[config.mk]
export PLATFORM = sky130hd
export DESIGN_NAME = vaSegDecode
export DESIGN_NICKNAME = d
export VERILOG_FILES = /design/src/rtl/segPkg.sv /design/src/rtl/segCtrl.sv /design/src/rtl/segDatapath.sv /design/src/rtl/vaSegDecode.sv
export SDC_FILE = /design/constraint.sdc
export NUM_CORES = 1
export LEC_CHECK = 0
export BUFFER_PORTS_ARGS = -buffer_cell sky130_fd_sc_hd__buf_2
export CORE_MARGIN = 10
export CORE_UTILIZATION = 38
export DETAILED_ROUTE_END_ITERATION = 6
export PLACE_DENSITY = 0.86
export SETUP_SLACK_MARGIN = 0.02
export SLEW_MARGIN = 20
export SYNTH_ARGS = -nofsm -noshare
export SYNTH_HDL_FRONTEND = slang
export SYNTH_SLANG_ARGS = --single-unit
[constraint.sdc]
create_clock -name clk -period 1.94 [get_ports clk]
set_clock_uncertainty 0.05 [all_clocks]
set_input_delay 0.291 -clock clk [delete_from_list [all_inputs] [get_ports clk]]
set_output_delay 0.291 -clock clk [all_outputs]
set_load 0.01 [all_outputs]
[src/rtl/segPkg.sv]
package segPkg;
  localparam int ADDR_W = 32;
  localparam int CLS_W  = 5;

  localparam logic [2:0] TLB_HIT    = 3'd0;
  localparam logic [2:0] TLB_MISS   = 3'd1;
  localparam logic [2:0] TLB_INVAL  = 3'd2;
  localparam logic [2:0] TLB_RDONLY = 3'd3;
  localparam logic [2:0] TLB_NOEXEC = 3'd4;
  localparam logic [2:0] TLB_NOREAD = 3'd5;

  localparam logic [CLS_W-1:0] EXC_NONE    = 5'd0;
  localparam logic [CLS_W-1:0] EXC_MOD     = 5'd1;
  localparam logic [CLS_W-1:0] EXC_TLB_LD  = 5'd2;
  localparam logic [CLS_W-1:0] EXC_TLB_ST  = 5'd3;
  localparam logic [CLS_W-1:0] EXC_ADDR_LD = 5'd4;
  localparam logic [CLS_W-1:0] EXC_ADDR_ST = 5'd5;
  localparam logic [CLS_W-1:0] EXC_NOREAD  = 5'd19;
  localparam logic [CLS_W-1:0] EXC_NOEXEC  = 5'd20;

  typedef enum logic [1:0] {
    OFF_NONE = 2'd0,
    OFF_LOW  = 2'd1,
    OFF_HIGH = 2'd2
  } offSel_e;

  typedef struct packed {
    logic    fault;
    logic    capture;
    logic    useTlb;
    offSel_e offSel;
  } ctrlStrobe_t;
endpackage

[src/rtl/segCtrl.sv]
module segCtrl
  import segPkg::*;
(
  input  logic                  clk,
  input  logic                  rstN,
  input  logic                  reqValid,
  input  logic [ADDR_W-1:0]     reqAddr,
  input  logic [1:0]            reqKind,
  input  logic [1:0]            privMode,
  input  logic                  errLevel,
  input  logic                  inhibitExcEn,
  input  logic [2:0]            tlbCode,
  output ctrlStrobe_t           strobe,
  output logic                  tlbReq,
  output logic                  fault,
  output logic [CLS_W-1:0]      excClass,
  output logic                  refillFlag,
  output logic                  fetchFlag
);
  logic isUser, isSup, isKern, isStore, isFetch;
  logic mapped, allowed, badAddr, tlbFail;
  offSel_e offSel;
  logic [CLS_W-1:0] rawClass;

  assign isUser  = (privMode == 2'b10);
  assign isSup   = (privMode == 2'b01);
  assign isKern  = !isUser && !isSup;
  assign isStore = (reqKind == 2'b01);
  assign isFetch = (reqKind == 2'b10);

  always_comb begin
    mapped  = 1'b0;
    allowed = 1'b1;
    offSel  = OFF_NONE;
    if (!reqAddr[ADDR_W-1]) begin
      mapped = !errLevel;
    end else begin
      unique case (reqAddr[ADDR_W-2:ADDR_W-3])
        2'b00: begin allowed = isKern; offSel = OFF_LOW; end
        2'b01: begin allowed = isKern; offSel = OFF_HIGH; end
        2'b10: begin allowed = !isUser; mapped = 1'b1; end
        default: begin allowed = isKern; mapped = 1'b1; end
      endcase
    end
  end

  assign badAddr = !allowed;
  assign tlbFail = mapped && allowed && (tlbCode != TLB_HIT);

  always_comb begin
    if (badAddr) begin
      rawClass = isStore ? EXC_ADDR_ST : EXC_ADDR_LD;
    end else begin
      case (tlbCode)
        TLB_MISS, TLB_INVAL: rawClass = isStore ? EXC_TLB_ST : EXC_TLB_LD;
        TLB_RDONLY:          rawClass = EXC_MOD;
        TLB_NOEXEC:          rawClass = inhibitExcEn ? EXC_NOEXEC : EXC_TLB_LD;
        TLB_NOREAD:          rawClass = inhibitExcEn ? EXC_NOREAD : EXC_TLB_LD;
        default:             rawClass = isStore ? EXC_ADDR_ST : EXC_ADDR_LD;
      endcase
    end
  end

  assign fault      = reqValid && (badAddr || tlbFail);
  assign excClass   = fault ? rawClass : EXC_NONE;
  assign refillFlag = fault && !badAddr && (tlbCode == TLB_MISS);
  assign fetchFlag  = fault && isFetch;
  assign tlbReq     = reqValid && mapped && allowed;

  assign strobe.fault   = fault;
  assign strobe.capture = fault;
  assign strobe.useTlb  = mapped;
  assign strobe.offSel  = offSel;

  // user mode never reaches the upper half without faulting
  a_r4_user_upper_faults: assert property (@(posedge clk) disable iff (!rstN)
    (reqValid && privMode == 2'b10 && reqAddr[ADDR_W-1]) |-> (fault && !tlbReq));

  // the unmapped kernel window never asks the TLB
  a_r3_unmapped_no_lookup: assert property (@(posedge clk) disable iff (!rstN)
    (reqAddr[ADDR_W-1:ADDR_W-2] == 2'b10) |-> !tlbReq);

  // refill only on a no-match result
  a_r6_refill_only_miss: assert property (@(posedge clk) disable iff (!rstN)
    refillFlag |-> (fault && tlbCode == TLB_MISS));

  // without a request nothing faults
  a_r11_idle_quiet: assert property (@(posedge clk) disable iff (!rstN)
    !reqValid |-> (!fault && excClass == EXC_NONE && !tlbReq));
endmodule

[src/rtl/segDatapath.sv]
module segDatapath
  import segPkg::*;
#(
  parameter logic [ADDR_W-1:0] CTX_INIT    = 32'hA580_0000,
  parameter logic [ADDR_W-1:0] EHI_INIT    = 32'h0000_07C3,
  parameter int                ASID_W      = 8,
  parameter int                INV_POS     = 10,
  parameter int                VPN_LSB     = 13,
  parameter int                CTX_SHIFT   = 9,
  parameter int                CTX_FIELD_W = 23
) (
  input  logic              clk,
  input  logic              rstN,
  input  ctrlStrobe_t       strobe,
  input  logic [ADDR_W-1:0] reqAddr,
  input  logic [ADDR_W-1:0] tlbPhys,
  output logic [ADDR_W-1:0] physAddr,
  output logic [ADDR_W-1:0] badVAddr,
  output logic [ADDR_W-1:0] contextReg,
  output logic [ADDR_W-1:0] entryHiReg
);
  localparam logic [ADDR_W-1:0] LOW_BASE  = 32'h8000_0000;
  localparam logic [ADDR_W-1:0] HIGH_BASE = 32'hA000_0000;
  localparam logic [ADDR_W-1:0] CTX_FIELD = (ADDR_W'(1) << CTX_FIELD_W) - 1;
  localparam logic [ADDR_W-1:0] CTX_NEW   = CTX_FIELD & ~ADDR_W'(4'hF);
  localparam logic [ADDR_W-1:0] ASID_MASK = (ADDR_W'(1) << ASID_W) - 1;
  localparam logic [ADDR_W-1:0] EHI_KEEP  = ASID_MASK | (ADDR_W'(1) << INV_POS);
  localparam logic [ADDR_W-1:0] VPN_MASK  = ~((ADDR_W'(1) << VPN_LSB) - 1);

  logic [ADDR_W-1:0] base, unmappedPhys;

  always_comb begin
    case (strobe.offSel)
      OFF_LOW:  base = LOW_BASE;
      OFF_HIGH: base = HIGH_BASE;
      default:  base = '0;
    endcase
  end

  assign unmappedPhys = reqAddr - base;
  assign physAddr = strobe.fault  ? '0 :
                    strobe.useTlb ? tlbPhys : unmappedPhys;

  always_ff @(posedge clk or negedge rstN) begin
    if (!rstN) begin
      badVAddr   <= '0;
      contextReg <= CTX_INIT;
      entryHiReg <= EHI_INIT;
    end else if (strobe.capture) begin
      badVAddr   <= reqAddr;
      contextReg <= (contextReg & ~CTX_FIELD) | ((reqAddr >> CTX_SHIFT) & CTX_NEW);
      entryHiReg <= (entryHiReg & EHI_KEEP) | (reqAddr & VPN_MASK);
    end
  end

  // bad address register follows the faulting address
  a_r9_bad_capture: assert property (@(posedge clk) disable iff (!rstN)
    strobe.capture |=> (badVAddr == $past(reqAddr)));

  // upper context bits survive a fault
  a_r9_ctx_upper_kept: assert property (@(posedge clk) disable iff (!rstN)
    strobe.capture |=> (contextReg[ADDR_W-1:CTX_FIELD_W] == $past(contextReg[ADDR_W-1:CTX_FIELD_W])));

  // ASID field survives a fault
  a_r10_asid_kept: assert property (@(posedge clk) disable iff (!rstN)
    strobe.capture |=> (entryHiReg[ASID_W-1:0] == $past(entryHiReg[ASID_W-1:0])));

  // registers hold without a fault
  a_r11_regs_hold: assert property (@(posedge clk) disable iff (!rstN)
    !strobe.capture |=> ($stable(badVAddr) && $stable(contextReg) && $stable(entryHiReg)));
endmodule

[src/rtl/vaSegDecode.sv]
module vaSegDecode
  import segPkg::*;
#(
  parameter logic [31:0] CTX_INIT    = 32'hA580_0000,
  parameter logic [31:0] EHI_INIT    = 32'h0000_07C3,
  parameter int          ASID_W      = 8,
  parameter int          INV_POS     = 10,
  parameter int          VPN_LSB     = 13,
  parameter int          CTX_SHIFT   = 9,
  parameter int          CTX_FIELD_W = 23
) (
  input  logic        clk,
  input  logic        rstN,
  input  logic        reqValid,
  input  logic [31:0] reqAddr,
  input  logic [1:0]  reqKind,
  input  logic [1:0]  privMode,
  input  logic        errLevel,
  input  logic        inhibitExcEn,
  input  logic [2:0]  tlbCode,
  input  logic [31:0] tlbPhys,
  output logic        tlbReq,
  output logic [31:0] physAddr,
  output logic        fault,
  output logic [4:0]  excClass,
  output logic        refillFlag,
  output logic        fetchFlag,
  output logic [31:0] badVAddr,
  output logic [31:0] contextReg,
  output logic [31:0] entryHiReg
);
  ctrlStrobe_t strobe;

  segCtrl u_ctrl (
    .clk(clk), .rstN(rstN), .reqValid(reqValid), .reqAddr(reqAddr),
    .reqKind(reqKind), .privMode(privMode), .errLevel(errLevel),
    .inhibitExcEn(inhibitExcEn), .tlbCode(tlbCode), .strobe(strobe),
    .tlbReq(tlbReq), .fault(fault), .excClass(excClass),
    .refillFlag(refillFlag), .fetchFlag(fetchFlag)
  );

  segDatapath #(
    .CTX_INIT(CTX_INIT), .EHI_INIT(EHI_INIT), .ASID_W(ASID_W),
    .INV_POS(INV_POS), .VPN_LSB(VPN_LSB), .CTX_SHIFT(CTX_SHIFT),
    .CTX_FIELD_W(CTX_FIELD_W)
  ) u_dp (
    .clk(clk), .rstN(rstN), .strobe(strobe), .reqAddr(reqAddr),
    .tlbPhys(tlbPhys), .physAddr(physAddr), .badVAddr(badVAddr),
    .contextReg(contextReg), .entryHiReg(entryHiReg)
  );
endmodule

# Word level (Yosys, flattened, before mapping)
# Cells that the tools add are included.
# Widths: inputs -> output; s select.
[totals]
reg_bits = 96
output_inout_bits = 137
word_cells = 53
[classes]
add_sub_neg = 1
n_eq_ne = 13
muxes = 16
bitwise = 2
n_reduce_logical = 18
[ops]
columns = ["operator", "count"]
rows = [
  ["$mux 32", 2],
  ["$pmux 32 s2", 1],
  ["$or 11x32->32", 1],
  ["$or 32x23->32", 1],
  ["$sub 32x32->32", 1],
  ["$mux 5", 4],
  ["$pmux 5 s4", 1],
  ["$logic_and 1x1->1", 9],
  ["$eq 2x1->1 const B", 4],
  ["$eq 2x2->1 const B", 4],
  ["$eq 3x2->1 const B", 2],
  ["$eq 3x3->1 const B", 2],
  ["$mux 1", 6],
  ["$logic_not 1->1", 4],
  ["$pmux 2 s2", 1],
  ["$reduce_or 2->1", 2],
  ["$eq 3x1->1 const B", 1],
  ["$reduce_bool 3->1", 1],
  ["$logic_not 2->1", 1],
  ["$mux 2", 1],
  ["$logic_or 1x1->1", 1],
]

# Logic depth before layout (Yosys ltp)
# Gate-level depths: netlist (run 1).
[depth]
ltp_word = 11
ltp_mapped = 9
ltp_nobuf = 7

# Modules after synthesis
# From an unflattened synthesis (run 1), not the netlist that was laid out.
[unflattened]
cells_unflattened = 257
area_unflattened_um2 = 2558.7
[by_module_without_submodules]
columns = ["module", "instances", "cells_per_inst", "area_per_inst_um2", "seq_area_each_um2"]
rows = [
  ["segDatapath", 1, 214, 2287.2, 827.0],
  ["segCtrl", 1, 43, 271.5, 0.0],
]

# Worst setup path before layout (run 1)
# Ideal clock, no wire load.
[synth_timing]
path_type = "input-to-output"
startpoint = "input port privMode[0]"
endpoint = "output port physAddr[26]"
arrival_ns = 1.651
t_required_ns = 1.599
path_slack_ns = -0.052
cell_stages = 9
cell_sequence = "inv_1 ha_1 and2_1 mux2_2 o21ai_1 buf_4 inv_2 buf_2 a21oi_1"
[synth_between]
elab_chain_cells = 10
[synth_lines]
columns = ["element", "line", "rtl"]
rows = [
  ["start: declaration", "vaSegDecode.sv:17", "input logic [1:0] privMode,"],
  ["$eq 2x2->1 / $eq 2x1->1 (equally long branches)", "segCtrl.sv:25, segCtrl.sv:26", ""],
  ["$logic_not 1->1, on equally long branches", "segCtrl.sv:27, segCtrl.sv:41", ""],
  ["$logic_and 1x1->1", "segCtrl.sv:27", "assign isKern = !isUser && !isSup;"],
  ["$mux 1 *", "segCtrl.sv:38", "unique case (reqAddr[ADDR_W-2:ADDR_W-3])"],
  ["$mux 1 *", "segCtrl.sv:35", "if (!reqAddr[ADDR_W-1]) begin"],
  ["$logic_and 1x1->1 (2 in series)", "segCtrl.sv:48", "assign tlbFail = mapped && allowed && (tlbCode != TLB_HIT);"],
  ["$logic_or 1x1->1 *", "segCtrl.sv:64", "assign fault = reqValid && (badAddr || tlbFail);"],
  ["$logic_and 1x1->1 *", "segCtrl.sv:64", ""],
  ["named net fault", "vaSegDecode.sv:24", "output logic fault,"],
  ["$mux 32 *", "segDatapath.sv:41", "assign physAddr = strobe.fault ? '0 :"],
  ["end: declaration", "vaSegDecode.sv:23", "output logic [31:0] physAddr,"],
]
# The timed path passes the listed nets; every way through them passes the cells marked *.

# Worst setup path in the final report (run 1)
[layout_timing]
startpoint = "input port privMode[1]"
endpoint = "output port physAddr[18]"
[layout_between]
elab_chain_cells = 10
[layout_lines]
columns = ["element", "line"]
rows = [
  ["$eq 2x2->1 / $eq 2x1->1 (equally long branches)", "segCtrl.sv:25, segCtrl.sv:26"],
  ["$logic_not 1->1, on equally long branches", "segCtrl.sv:27, segCtrl.sv:41"],
  ["$logic_and 1x1->1", "segCtrl.sv:27"],
  ["$mux 1 *", "segCtrl.sv:38"],
  ["$mux 1 *", "segCtrl.sv:35"],
  ["$logic_and 1x1->1 (2 in series)", "segCtrl.sv:48"],
  ["$logic_or 1x1->1 *", "segCtrl.sv:64"],
  ["$logic_and 1x1->1 *", "segCtrl.sv:64"],
  ["$mux 32 *", "segDatapath.sv:41"],
]
# Every way passes the cells marked *; elsewhere a longest branch is shown, timed or not.

==> impl_results.md, run 1 <==
- Status: finished, violations left
- Share of layout cells above drive strength 1: a little over three fifths
- Number of DRC markers in iteration 0: 41
- Die Span X: 99.5 um
- Worst path cell trace: buf_6 -> ha_4 -> nor2b_4 -> mux2_4 -> o21ai_4 -> inv_4 -> buf_12 -> a21oi_2 -> buf_2
- Worst path arrival time: 1.66 ns
- Yosys warns: 0
- Drt via density: 4.71
- Pins Over Slew Limit: 0
- Slew @ Worst Pin: approximately 0.73 ns
- Total global routing overflow: 0
- CTS Root Cell: clkbuf_8
- Fin crit period: 2.00 ns
- Max Cap Viol: 0
- R2r worst-path depth: 1
- FF+latch count, synth: 33
- Post-synth EDFFs: 0
- Fin nets: approximately 510
- Clock transition at path regs: 0.07 ns
- DRT Pass-1 Iters: 4
- # setup viols final: 32
- Top Usage Layer GRT: met2
- P&R area growth vs syn: 48.0%
- Number of library cell types mapped by synthesis: 32
- CTS Buffer Depth: 2
- Worst setup path class: in -> out
- Cts bufs inserted: 5
- Sequential area share after synthesis: about a third
- Most frequent cells in the layout: 184 x buf_2, 59 x nand2_1, 32 x dfrtp_1
- Delay of the slowest critical-path stage: 0.27 ns
- Vias in the first global route: 2,728
- CTS tree: done
- Utilization after layout: between 50% and 60%
- Fmax: 0.499 GHz
- Fin crit share: 103%
- Initial antenna violation count: 0
- Core area: roughly 6000 um2
- Synthesized instance count: ~280
- Slew margin rel.: about half
- Data required time of the worst path: approximately 1.6 ns
- Row cnt: 28
- VDD IR max: 0.000382 V
- Filler Cells Inserted: 533
- Beginning of the critical path: privMode[1]
- Met1 usage: 16.5%
- Clk sinks: 33
- Routed Wire Length: 8740 um
- Ant. Diodes: 0
- Vias after detailed routing: 2,404
- CP max-delay cell: ha_4
- GP Congestion: 0.752
- Die area: between 9000 and 10,000 um2
- Met3 usage: 6.44%
- # IOs: 213
- Critical R2R Launch: u_dp.badVAddr[22]
- H-tree levels: 2
- Async S/R FF share, synth: 100%
- Largest net degree at the start of global routing: 34
- DR WL/cell: 17.1 um
- Final Worst Setup Slack: -0.0641 ns
- Commonest non-fill, non-tap cell in the layout: buf_2
- GRT met2 Usage: 30.8%
- Worst-Skew Late Latency: approximately 0.28 ns
- Hpwl dp: 7210 um
- PD cells: 777 nW/um2
- Die H: 99.5 um
- Post-route DRC: 0
- Hold_ws: between 0.015 and 0.02 ns
- Failing checks: negative setup slack
- First-pass GRT wire length: around 14,000 um
- Mapped Avg Cell Area: 8.69 um2
- Gr usage total: 16.5%
- IO Port Bufs: approximately 190
- RSZ-0062 raised after global routing: yes
- Leak Pwr: 1.89 nW
- Tightest Hold Check Type: in -> async
- CP Max Fanout: 9
- Syn Std Cell Area: 2400 um2
- Starting density of the core: 39.8%
- CP startpoint kind: input pin
- Ys flop type: dfrtp_1
- Final Hold Viols: 0
- Routed Antenna Nets: 0
- Setup crit end kind: primary output
-- metrics by stage --
step / total power, mW / worst slack [ns] / cell area, um2 / setup TNS, ns / instances
CTS: 2.76 / -0.0555 / 3450 / -0.585 / 507
global placement: 2.00 / -0.0905 / 3170 / -3.74 / 497
finish: 2.76 / -0.0641 / 3550 / -1.34 / 510
global route: 2.93 / -0.127 / 3550 / -3.47 / 510
floorplan: 1.67 / -0.0334 / 2520 / -0.952 / 299
detailed placement: 2.03 / -0.162 / 3170 / -6.07 / 497
-- state kept, by name, summed over array words and instances, names as in the netlist --
register and flops:
u_dp.badVAddr 32, u_dp.entryHiReg 1
-- where the power goes --
group / switching [mW] / leakage, nW / internal [mW]
combinational: 0.642 / 1.45 / 0.548
sequential: 0.0954 / 0.385 / 0.815
clock: 0.241 / 0.0585 / 0.419
total: 0.978 / 1.89 / 1.78
-- cells by family (layout without fill, tap and decap cells) --
family	Yosys count	in the layout	share of synthesized area (%)
buf+inv	84	220	24.1
other cells	2	25	0.313
xor+xnor	1	1	0.365
mux	35	35	16.3
flops	33	33	34.5
fa+ha+maj	2	2	1.04
simple gates	78	78	14.3
compound gates	41	41	9.02
-- worst max-delay path: cells and delay by family --
family | cells | cell delay [ns]
compound gates | 2 | 0.29
fa+ha+maj | 1 | 0.27
buf+inv | 4 | 0.51
mux | 1 | 0.27
simple gates | 1 | 0.04
-- metal layers --
layer	vias up	part of all wire [%]
li1	1132	-
met1	1122	35
met2	138	53
met3	12	10
met4	0	1.4
met5	-	0
-- path summary, 6_finish.rpt --
check | end | slack (ns)
max reg2reg | u_dp.badVAddr[22] | 1.04
min in group clk | u_dp.badVAddr[21] | 0.20
max in group asynchronous | u_dp.badVAddr[15] | 1.35
min | u_dp.badVAddr[7] | 0.02
min reg2reg | u_dp.badVAddr[0] | 0.45
max | physAddr[18] | -0.06
-- synth_stat cells, drive strengths merged, types with 2 or more instances --
| library cell | instances | share of area, % |
|---|---|---|
| clkbuf | 6 | 0.94 |
| mux2 | 33 | 15 |
| o21ai | 4 | 0.83 |
| ha | 2 | 1.0 |
| nor3b | 2 | 0.63 |
| nor2 | 2 | 0.31 |
| mux2i | 2 | 0.83 |
| nor3 | 2 | 0.42 |
| and2 | 2 | 0.52 |
| and3 | 2 | 0.52 |
| inv | 7 | 1.1 |
| a211oi | 3 | 0.94 |
| buf | 71 | 22 |
| conb | 2 | 0.31 |
| nand2 | 59 | 9.2 |
| a21oi | 32 | 6.7 |
| nor2b | 5 | 1.6 |
| dfrtp | 32 | 33 |
-- final cells by class --
class	instances	area [um2]	share of cell area [%]
sequential	33	827	23.3
timing repair buffer	205	1200	33.7
clock inverter	1	30.0	0.846
tap	75	93.8	2.64
multi-input combinational	182	1290	36.2
inverter	7	31.3	0.881
clock buffer	7	86.3	2.43
-- repair_timing --
item	in CTS	in global routing
gates resized for setup	32	12
hold endpoints to repair	0	0
pin swaps	2	1
setup endpoints to repair	34	37
setup buffers	1	3
hold buffers	0	0
cloned	1	0
No activity file was read; power rests on OpenSTA's default activity.
==> inputs of run 2 (changes only) <==
Settings changed: PLACE_DENSITY 0.86 to unset, PLACE_DENSITY_LB_ADDON set to 0.3, RECOVER_POWER set to 100.
==> run 2 against run 1 <==
Final cell count rose by 1.6%. Total power fell by 10%. Die area did not move. Worst setup slack improved by 0.028 ns. Sequential share of layout area rose by 1.3 points. Routed wire length fell by 3.0%. The run ends with max-capacitance violations, max-slew violations, negative setup slack left. Critical path depth did not move. Sequential power rose by 0.5%.
==> impl_results.md, run 2 (synthesis results as in run 1) <==
- Vias in the first global route: 2,570 (-5.8%)
- CTS Buffer Depth: 2 (unchanged)
- Largest reg by FF count: u_dp.badVAddr
- Finished Cell Area: 3370 um2 (-5.2%)
- CTS Root Cell: clkbuf_8
- # setup viols final: 19 (-41%)
- Vias after detailed routing: 2,394 (-0.42%)
- DP Worst Slack: -0.130 ns (+0.0323 ns)
- Leak Pwr: 1.69 nW (-11%)
- Worst setup path class: in -> out
- Final Worst Setup Slack: -0.0364 ns (+0.0276 ns)
- Row cnt: 28 (unchanged)
- Max FFs per register: 32 (unchanged)
- # IOs: 213 (unchanged)
- H-tree levels: 2 (unchanged)
- Cts bufs inserted: 5 (unchanged)
- Fin crit share: 102% (-1.4 points)
- Finished Layout Cells: 518 (+1.6%)
- Clock transition at path regs: 0.07 ns (about the same)
- First-pass GRT wire length: 12,900 um (-6.4%)
- Max Cap Viol: 1 (+1)
- Core area: 6030 um2 (unchanged)
- Commonest non-fill, non-tap cell in the layout: buf_2
- CP Max Fanout: 13 (+4)
- R2r worst-path depth: 1 (unchanged)
- # hold bufs at CTS: 0 (unchanged)
- Failing checks: max-capacitance violations, max-slew violations, negative setup slack
- Worst r2r dst: u_dp.badVAddr[25]
- Hpwl dp: 7040 um (-2.4%)
- Die area: 9890 um2 (unchanged)
- Initial antenna violation count: 1 (+1)
- Number of DRC markers in iteration 0: 43 (+4.9%)
- Hold EP: u_dp.badVAddr[24]
- Starting density of the core: 39.8% (unchanged)
- Largest net degree at the start of global routing: 34 (unchanged)
- Regs by FF count: u_dp.badVAddr (32), u_dp.entryHiReg (1)
- GP Congestion: 0.775 (+3.0%)
- Placed Instances: 505 (+1.6%)
- Share of layout cells above drive strength 1: 44.2% (-19 points)
- P&R area growth vs syn: 40.3%
- Die Span X: 99.5 um (unchanged)
- Ant. Diodes: 0 (unchanged)
- Drt via density: 4.62 (-2.0%)
- Routed Antenna Nets: 0 (unchanged)
- Worst hold stages: 2
- CP startpoint kind: input pin
- RSZ-0062 raised after global routing: yes
- Reg2reg setup slack: 1.03 ns (about the same)
- Data required time of the worst path: 1.60 ns (about the same)
- VDD IR max: 0.000373 V (-2.2%)
- Utilization after layout: 55.9% (-3.1 points)
- Setup crit end kind: primary output
- Gr usage total: 15.7% (-0.81 points)
- CTS tree: done
- DR WL/cell: 16.4 um (-4.5%)
- Hold path startpoint: reqAddr[24]
- Fin crit period: 1.98 ns (-0.0276 ns)
- Placement Cell Area: 3230 um2 (+1.9%)
- Slew margin rel.: -15.1% (-67 points)
- Total global routing overflow: 0 (unchanged)
- Fmax: 0.506 GHz (+1.4%)
- PD cells: 736 nW/um2 (-5.3%)
- Critical R2R Launch: u_dp.badVAddr[25]
- Most frequent cells in the layout: 110 x buf_2, 74 x clkbuf_1, 59 x nand2_1
- Fin Setup TNS: -0.333 ns (+1.01 ns)
- Post-route DRC: 0 (unchanged)
- Routed Wire Length: 8480 um (-3.0%)
- Beginning of the critical path: privMode[1]
- Fin nets: 520 (+1.6%)
- Die H: 99.5 um (unchanged)
- Worst path arrival time: 1.64 ns (-0.02 ns)
- Pins Over Slew Limit: 34 (+34)
- IO Port Bufs: 187 (unchanged)
- Slew @ Worst Pin: 1.73 ns (+0.999 ns)
- Worst-Skew Late Latency: 0.28 ns (about the same)
- Tot Pwr: 2.48 mW (-10%)
- Clk sinks: 33 (unchanged)
- Hold_ws: 0.187 ns (+0.169 ns)
- Tightest Hold Check Type: in -> reg
- Final Hold Viols: 0 (unchanged)
- Status: finished, violations left
- DRT Pass-1 Iters: 4 (unchanged)
## run 2: cell types whose count changed in the layout (fill, tap and decap cells not counted), sizes merged
cell    change
buf        -72
bufinv      -1
clkbuf     +79
clkinv      +2
## run 2: where the power goes
group	leakage (nW)	internal (mW)	switching, mW
Sequential	0.386	0.815	0.101
Clock	0.0450	0.248	0.241
Combinational	1.25	0.456	0.617
Total	1.69	1.52	0.959
## run 2: worst max path at each step
| stage | end | slack [ns] |
|---|---|---|
| after global placement | physAddr[8] | -0.12 |
| after CTS | physAddr[14] | -0.04 |
| after detailed placement | physAddr[8] | -0.13 |
| final | physAddr[15] | -0.04 |
| after global routing | physAddr[12] | -0.12 |
| after floorplan | physAddr[26] | -0.03 |
## run 2: per-layer routing
layer,global-route usage [%],share of wire (%),up-vias
li1,-,-,1146
met1,14.9,34,1118
met2,29.4,53,126
met3,7.47,12,4
met4,4.63,0.68,0
met5,0,0,-
## run 2: critical path: stages
cell and delay, ns:
buf_6 0.10, ha_4 0.25, nor2b_2 0.03, mux2_4 0.28, o21ai_4 0.17, inv_4 0.10, buf_12 0.16, a21oi_1 0.11
buf_2 0.15
## run 2: what timing repair did
item	in CTS	in global routing
endpoints found under the setup margin	36	38
pin swaps	2	0
gates cloned	1	0
resized for setup	24	5
setup buffers	3	1
## run 2: final cells by class
type,count,area [um2]
Clock buffer,6,72.6
Clock inverter,2,10.0
Fill cell,586,2660
Inverter,7,31.3
Multi-Input combinational cell,182,1210
Sequential cell,33,827
Tap cell,75,93.8
Timing Repair Buffer,213,1120
